File: src/rtl/wpb_pkg.sv
package wpb_pkg;

  // Drain-side sequencer states
  typedef enum logic [1:0] {
    MS_IDLE  = 2'd0,
    MS_REQ   = 2'd1,
    MS_BURST = 2'd2
  } mst_state_e;

  // Number of level codes carried by the 2-bit start field
  localparam int unsigned LVL_CODES = 4;

endpackage

File: src/rtl/wpb_fifo.sv
module wpb_fifo #(
  parameter int DATA_W = 32,
  parameter int DEPTH  = 64
) (
  input  logic                       clk,
  input  logic                       rst_n,
  input  logic                       push,
  input  logic [DATA_W-1:0]          push_data,
  input  logic                       pop,
  output logic [DATA_W-1:0]          pop_data,
  output logic [$clog2(DEPTH+1)-1:0] occ,
  output logic                       full,
  output logic                       empty
);
  localparam int PW = $clog2(DEPTH);
  localparam int CW = $clog2(DEPTH + 1);

  logic [DATA_W-1:0] mem [DEPTH];
  logic [PW-1:0]     wr_ptr, rd_ptr;
  logic [CW-1:0]     occ_q;

  function automatic logic [PW-1:0] step(input logic [PW-1:0] p);
    return (p == PW'(DEPTH - 1)) ? '0 : p + 1'b1;
  endfunction

  always_ff @(posedge clk) begin
    if (push) mem[wr_ptr] <= push_data;
  end

  always_ff @(posedge clk) begin
    if (!rst_n) begin
      wr_ptr <= '0;
      rd_ptr <= '0;
      occ_q  <= '0;
    end else begin
      if (push) wr_ptr <= step(wr_ptr);
      if (pop)  rd_ptr <= step(rd_ptr);
      case ({push, pop})
        2'b10:   occ_q <= occ_q + 1'b1;
        2'b01:   occ_q <= occ_q - 1'b1;
        default: occ_q <= occ_q;
      endcase
    end
  end

  assign pop_data = mem[rd_ptr];
  assign occ      = occ_q;
  assign full     = (occ_q == CW'(DEPTH));
  assign empty    = (occ_q == '0);

endmodule

File: src/rtl/wpb_gate.sv
module wpb_gate import wpb_pkg::*; #(
  parameter int LINE_BEATS = 8,
  parameter int CNT_W      = 7
) (
  input  logic             post_en,
  input  logic [1:0]       lvl,
  input  logic             first,
  input  logic             flush,
  input  logic [CNT_W-1:0] occ,
  output logic             launch,
  output logic             line_sel
);
  logic [CNT_W-1:0] need_tab [LVL_CODES];
  logic [CNT_W-1:0] need_now;
  logic             has_line, has_any;

  // Level code g asks for (LVL_CODES - g) full lines before the first burst
  genvar g;
  for (g = 0; g < int'(LVL_CODES); g++) begin : g_need
    assign need_tab[g] = CNT_W'((int'(LVL_CODES) - g) * LINE_BEATS);
  end

  assign need_now = first ? need_tab[lvl] : CNT_W'(LINE_BEATS);
  assign has_line = (occ >= CNT_W'(LINE_BEATS));
  assign has_any  = (occ != '0);

  always_comb begin
    launch   = 1'b0;
    line_sel = 1'b0;
    if (!post_en) begin
      launch = has_any;
    end else if ((occ >= need_now) || (flush && has_line)) begin
      launch   = 1'b1;
      line_sel = 1'b1;
    end else if (flush && has_any) begin
      launch = 1'b1;
    end
  end

endmodule

File: src/rtl/wpb_master.sv
module wpb_master import wpb_pkg::*; #(
  parameter int LINE_BEATS = 8
) (
  input  logic clk,
  input  logic rst_n,
  input  logic launch,
  input  logic line_sel,
  input  logic bus_gnt,
  output logic bus_req,
  output logic beat_en,
  output logic beat_last,
  output logic busy
);
  localparam int BW = $clog2(LINE_BEATS + 1);

  mst_state_e    state;
  logic [BW-1:0] len_q, beat_q;

  always_ff @(posedge clk) begin
    if (!rst_n) begin
      state  <= MS_IDLE;
      len_q  <= '0;
      beat_q <= '0;
    end else begin
      case (state)
        MS_IDLE: if (launch) begin
          state <= MS_REQ;
          len_q <= line_sel ? BW'(LINE_BEATS) : BW'(1);
        end
        MS_REQ: if (bus_gnt) begin
          state  <= MS_BURST;
          beat_q <= '0;
        end
        MS_BURST: begin
          beat_q <= beat_q + 1'b1;
          if (beat_last) state <= MS_IDLE;
        end
        default: state <= MS_IDLE;
      endcase
    end
  end

  assign bus_req   = (state == MS_REQ);
  assign beat_en   = (state == MS_BURST);
  assign beat_last = beat_en && (beat_q == len_q - 1'b1);
  assign busy      = (state != MS_IDLE);

endmodule

File: src/rtl/posted_write_buffer.sv
module posted_write_buffer import wpb_pkg::*; #(
  parameter int DATA_W     = 32,
  parameter int LINE_BEATS = 8,
  parameter int LINES      = 8
) (
  input  logic              clk,
  input  logic              rst_n,
  input  logic              cfg_post_en,
  input  logic [1:0]        cfg_start_lvl,
  input  logic              in_valid,
  input  logic [DATA_W-1:0] in_data,
  input  logic              in_last,
  output logic              in_ready,
  output logic              bus_req,
  input  logic              bus_gnt,
  output logic              out_valid,
  output logic [DATA_W-1:0] out_data,
  output logic              out_last
);
  localparam int DEPTH = LINE_BEATS * LINES;
  localparam int CNT_W = $clog2(DEPTH + 1);

  logic [CNT_W-1:0] occ;
  logic             full, empty, push, pop, busy;
  logic             launch, line_sel;
  logic             cfg_en_q;
  logic [1:0]       cfg_lvl_q;
  logic             first_q, flush_q;
  logic             empty_idle;

  assign empty_idle = empty && !busy;
  assign in_ready   = !full && !flush_q;
  assign push       = in_valid && in_ready;

  // Settings latch plus transfer-phase flags
  always_ff @(posedge clk) begin
    if (!rst_n) begin
      cfg_en_q  <= 1'b0;
      cfg_lvl_q <= 2'b00;
      first_q   <= 1'b1;
      flush_q   <= 1'b0;
    end else begin
      if (empty_idle) begin
        cfg_en_q  <= cfg_post_en;
        cfg_lvl_q <= cfg_start_lvl;
        first_q   <= 1'b1;
      end else if (launch && !busy) begin
        first_q <= 1'b0;
      end
      if (push && in_last)  flush_q <= 1'b1;
      else if (empty_idle)  flush_q <= 1'b0;
    end
  end

  wpb_fifo #(.DATA_W(DATA_W), .DEPTH(DEPTH)) u_fifo (
    .clk(clk), .rst_n(rst_n),
    .push(push), .push_data(in_data),
    .pop(pop), .pop_data(out_data),
    .occ(occ), .full(full), .empty(empty)
  );

  wpb_gate #(.LINE_BEATS(LINE_BEATS), .CNT_W(CNT_W)) u_gate (
    .post_en(cfg_en_q), .lvl(cfg_lvl_q),
    .first(first_q), .flush(flush_q), .occ(occ),
    .launch(launch), .line_sel(line_sel)
  );

  wpb_master #(.LINE_BEATS(LINE_BEATS)) u_master (
    .clk(clk), .rst_n(rst_n),
    .launch(launch), .line_sel(line_sel),
    .bus_gnt(bus_gnt), .bus_req(bus_req),
    .beat_en(pop), .beat_last(out_last), .busy(busy)
  );

  assign out_valid = pop;

endmodule

File: config.mk
export PLATFORM = sky130hd
export DESIGN_NAME = posted_write_buffer
export DESIGN_NICKNAME = d
export VERILOG_FILES = /design/src/rtl/wpb_pkg.sv /design/src/rtl/wpb_fifo.sv /design/src/rtl/wpb_gate.sv /design/src/rtl/wpb_master.sv /design/src/rtl/posted_write_buffer.sv
export SDC_FILE = /design/constraint.sdc
export NUM_CORES = 2
export LEC_CHECK = 0
export BUFFER_PORTS_ARGS = -buffer_cell sky130_fd_sc_hd__buf_2
export CAP_MARGIN = 20
export CORE_UTILIZATION = 52
export DETAILED_ROUTE_END_ITERATION = 10
export HOLD_SLACK_MARGIN = 0.15
export PLACE_DENSITY = 0.68
export SYNTH_ARGS = -nofsm -noshare
export SYNTH_HDL_FRONTEND = slang
export SYNTH_SLANG_ARGS = --single-unit
File: constraint.sdc
create_clock -name clk -period 4.3 [get_ports clk]
set_input_delay 0.86 -clock clk [delete_from_list [all_inputs] [get_ports clk]]
set_output_delay 0.86 -clock clk [all_outputs]
set_load 0.03 [all_outputs]
Yosys cells after proc, flatten, opt, wreduce, memory -nomap -nowiden
Memory sizes are Yosys's and may differ from the RTL's. A register that Yosys moved wholly into a read port is not among the register bits.
Index checks and enable logic that the tools add are counted.
W data, S select, Z words.
{"block": "classes", "muxes": 25, "n_addsub": 6, "reduce_logical": 23, "n_eq_ne": 11, "bitwise_logic": 2, "n_lt_le_gt_ge": 3}
{"cell": "$mux W6", "n": 4}
{"cell": "$mux W7", "n": 3}
{"cell": "$bmux W7 S2", "n": 1}
{"cell": "$pmux W7 S2", "n": 1}
{"cell": "$add A6 B1 Y6 const B", "n": 2}
{"cell": "$eq A6 B6 Y1 const B", "n": 2}
{"cell": "$mux W1", "n": 9}
{"cell": "$logic_and A1 B1 Y1", "n": 8}
{"cell": "$mux W4", "n": 2}
{"cell": "$pmux W4 S2", "n": 1}
{"cell": "$reduce_bool A2 Y1", "n": 4}
{"cell": "$add A7 B1 Y7 const B", "n": 1}
{"cell": "$eq A7 B7 Y1 const B", "n": 1}
{"cell": "$ge A7 B4 Y1 const B", "n": 1}
{"cell": "$ge A7 B7 Y1", "n": 1}
{"cell": "$logic_not A7 Y1", "n": 1}
{"cell": "$reduce_bool A7 Y1", "n": 1}
{"cell": "$sub A7 B1 Y7 const B", "n": 1}
{"cell": "$mux W2", "n": 3}
{"cell": "$pmux W2 S3", "n": 1}
{"cell": "$add A4 B1 Y4 const B", "n": 1}
{"cell": "$eq A2 B1 Y1 const B", "n": 2}
{"cell": "$eq A2 B2 Y1 const B", "n": 2}
{"cell": "$eq A4 B4 Y1", "n": 1}
{"cell": "12 further kinds", "n": 16}
{"block": "totals", "ram_bits": 2048, "word_cells": 81, "in_bits": 40, "memories": 1, "ff_bits": 34}
{"memory": "u_fifo.mem", "words": 64, "word_bits": 32, "rd": 1, "rd_clocked_by_memory_dff": 1, "wr": 1, "line_no": "wpb_fifo.sv:18", "rtl": "logic [DATA_W-1:0] mem [DEPTH];"}

Logic depth before layout (Yosys ltp)
{"block": "depth", "word_depth": 11, "depth_mapped": 14, "depth_no_buf": 11}

By module
Synthesis repeated with hierarchy kept, for this count alone.
{"block": "unflattened", "cells_unflattened": 3565, "hier_area_um2": 80093.1}
{"mod": "wpb_fifo", "seq_area_each_um2": 61999.5, "cells_each": 3472, "instances": 1, "area_per_inst_um2": 79253.5}
{"mod": "wpb_master", "seq_area_each_um2": 160.2, "cells_each": 46, "instances": 1, "area_per_inst_um2": 446.7}
{"mod": "posted_write_buffer", "seq_area_each_um2": 100.1, "cells_each": 23, "instances": 1, "area_per_inst_um2": 217.7}
{"mod": "wpb_gate", "seq_area_each_um2": 0.0, "cells_each": 24, "instances": 1, "area_per_inst_um2": 175.2}

Worst setup path before layout
No wires, ideal clock.
{"block": "synth_timing", "kind": "input to register", "start": "in in_valid", "end": "mem u_fifo.mem[59][0], enable pin", "cell_stages": 5, "setup_time_ps": 421, "path_buffers": 0, "t_arrival_ps": 2995, "path_slack_ps": 884, "path_cell_list": "inv_1 -> a311oi_1 -> nor2b_1 -> nand3_1 -> nor2_1"}
{"block": "synth_via", "elab_chain_len": 3}
{"element": "from (decl)", "line_no": "posted_write_buffer.sv:10", "rtl": "input logic in_valid,"}
{"element": "$logic_and A1 B1 Y1", "line_no": "posted_write_buffer.sv:33", "rtl": "assign push = in_valid && in_ready;"}
{"element": "$mux W1", "line_no": "wpb_fifo.sv:27", "rtl": "if (push) mem[wr_ptr] <= push_data;"}
{"element": "$mux W1 (not written as such)", "line_no": "wpb_fifo.sv:27"}
{"element": "to (decl)", "line_no": "wpb_fifo.sv:18"}
Every way passes these cells.

==> metrics <==
status=complete, but fails checks; failing checks=setup timing; r2r setup slk=920 ps; RSZ-0062 raised after global routing=true; setup violators final=1; Remaining Overflow, GRT=0; hold-fix buffers at CTS=0; sw frac=0.224; worst-path maximum fanout=8; Core Area=152000 um^2; P&R area growth vs syn=17.5%; Crit-path slowest cell=mux4_2; I/O Buffers=75; Antenna Nets Post-Route=0; overall die height=394 um; first-pass GRT wire length=297 mm; CP Data Required Time=3440 ps; Crit path max-delay family=buffers and inverters; post-DP HPWL=121 mm; maximum clock frequency=232 MHz; CTS tree=built; # rows=143; Seq pwr share=0.522; vias in the first global route=40500; Mapped Cells=3574; Net Switching=9.69 mW; initial core utilization=0.525; worst r2r src=u_fifo.occ[2]; post-synthesis sequential area ratio=0.778; initial antenna violation count=12; P per Cell Area=461 nW/um^2; worst setup margin=-1.46 ps; post-route cell area=94000 um^2; r2r worst-path depth=8; worst slew pin tran=1160 ps; largest net degree at the start of global routing=65; CTS Buf Count=199; Worst-path clk slew=60 ps; Root Buffer=clkbuf_16; Final nets=4083; Tot Pwr=43.3 mW; Setup crit start kind=flip-flop; fin util=0.617; P_int=33.6 mW; DR WL/cell=33.9 um; Netlist Area Pre-Place=80000 um^2; GPL Wtd Cong=0.884; hold endpoint=cfg_en_q; Min-Delay Path Depth=3; clk sinks=2086; final hold vios=0; max incr delay on CP=500 ps; register bit count reported by yosys=2086; Critical Path AT=3440 ps; fin. max-slew vios=0; multi-input combinational cell area=18000 um^2; minimum clock period=4300 ps; layout cells sized above 1=0.352; clk_skew=29.8 ps; final std cells w/o fill=6231; via count=40700; via-per-instance ratio=6.53; Placed Instances=5765; Clk pwr share=0.383; Register Area=62300 um^2; critical hold path startpoint=cfg_post_en; r2r endpoint=u_fifo.mem[57][27]; combinational share of power=0.095; Syn Nets=3624; crit share post-route=1.00; final wirelength=211 mm; critical path class=flip-flop to primary output; worst path cell trace=buf_6 -> buf_16 -> buf_6 -> buf_16 -> clkbuf_16 -> mux4_2 -> mux2_2 -> o211ai_1 -> nand3_2 -> buf_6; clk buf depth=3; Post-synth ARST share=0; Warnings, synthesis=0; commonest non-fill, non-tap cell in the layout=edfxtp_1; worst skew pair latency=830 ps; commonest non-fill, non-tap cells in the layout=2048 x edfxtp_1, 500 x mux4_2, 265 x buf_4; max_cap viols=0; fill cell count=10200; post-synthesis average cell area=22.4 um^2; peak supply drop=0.000382 V; TritonRoute pass-1 iters=6; EDFF count, synth=2048; Pleak=28.8 nW; Synth Flop Type=edfxtp_1; synth unique cells=64; die extent in x=394 um; die footprint=155000 um^2; Worst Hold Class=input port to flip-flop; Cell Area, Placed=85100 um^2; DRC violations left=0; crit-path most repeated cell=buf_6; Slew HR=0.228; Critical Path Sink Type=primary output; gr usage total=0.272; # IOs=76; htree depth=4; WP buf/inv=6; setup TNS=-1.46 ps; Initial DRC Count=5084
[flip-flops by register name, summed over array words and instances (netlist names), named ones only]
register         cells
flush_q              1
u_fifo.rd_ptr        6
cfg_en_q             1
first_q              1
u_master.beat_q      4
u_master.len_q       2
u_master.state       2
cfg_lvl_q            2
u_fifo.occ           7
u_fifo.wr_ptr        6
u_fifo.mem        2048
[metrics by stage]
stage               hold WS, ps  setup slack (ps)
floorplan                   467               884
global placement            486               151
detailed placement          498               140
CTS                         251             -77.9
global route                288             -69.9
finish                      292             -1.46
[power groups by stage]
stage	clock network (mW)	logic (mW)	registers, mW
4_1_cts	16.8	3.84	22.6
6_report	16.6	4.10	22.6
3_3_place_gp	0	3.30	23.0
2_1_floorplan	0	2.18	23.0
5_1_grt	17.6	4.32	22.6
3_5_place_dp	0	3.35	23.0
[tightest hold or removal path: stages]
cell     delay (ps)
buf_2            80
mux2i_1          50
nor2b_1          90
[final cells by class]
type                    instances  share of cell area
diodes                          3           0.0000799
clock buffers                 247              0.0554
clock inverters               119             0.00963
inverters                      11            0.000439
multi-input cells            1276               0.192
flip-flops and latches       2086               0.663
well taps                    2030              0.0270
repair buffers                459              0.0527
[cell usage after synthesis (all sizes together) (20+ instances only)]
cell / number / area share
o21ai: 35 / 0.0022
mux2i: 82 / 0.010
clkbuf: 65 / 0.0031
a21oi: 69 / 0.0043
nand3: 20 / 0.0013
nor3: 24 / 0.0015
mux4: 500 / 0.14
nand2: 50 / 0.0023
dfxtp: 38 / 0.0095
buf: 136 / 0.011
nor2: 109 / 0.0051
edfxtp: 2048 / 0.77
a22o: 37 / 0.0041
o221ai: 29 / 0.0032
a221oi: 60 / 0.0066
mux2: 28 / 0.0039
nor2b: 21 / 0.0016
o22ai: 65 / 0.0051
[cell families (layout without fill, tap and decap cells)]
| family | count (synthesis) | in the layout | share of synthesized area |
|---|---|---|---|
| xor+xnor | 14 | 14 | 0.00153 |
| mux | 610 | 610 | 0.155 |
| compound gates | 344 | 344 | 0.0304 |
| buf+inv | 212 | 836 | 0.0147 |
| fa+ha+maj | 10 | 10 | 0.00156 |
| flops | 2086 | 2086 | 0.778 |
| other cells | 0 | 3 | 0 |
| simple gates | 298 | 298 | 0.0183 |
[worst max-delay path by stage]
stage,from,end,slack (ps),cells after the start
floorplan,in_valid,u_fifo.mem[59][0],880,5
global placement,flip-flop,out_data[3],150,9
global route,flip-flop,out_data[2],-70,12
finish,flip-flop,out_data[31],-1,10
detailed placement,flip-flop,out_data[3],140,9
CTS,flip-flop,out_data[7],-80,11
[per-layer routing]
layer / GRT usage / vias to the layer above / wire (um)
met5: 0 / - / 19
met2: 0.431 / 2343 / 102000
met1: 0.372 / 21800 / 80500
met4: 0.0944 / 4 / 6610
met3: 0.0653 / 321 / 21300
li1: - / 16200 / -
[what timing repair did]
action,in CTS,in global routing
resized for setup,168,112
endpoints found under the setup margin,32,32
hold endpoints to repair,0,0
gates cloned,13,8
pin swaps,13,20
buffers inserted,40,36
Power figures use the tool's default switching activity.
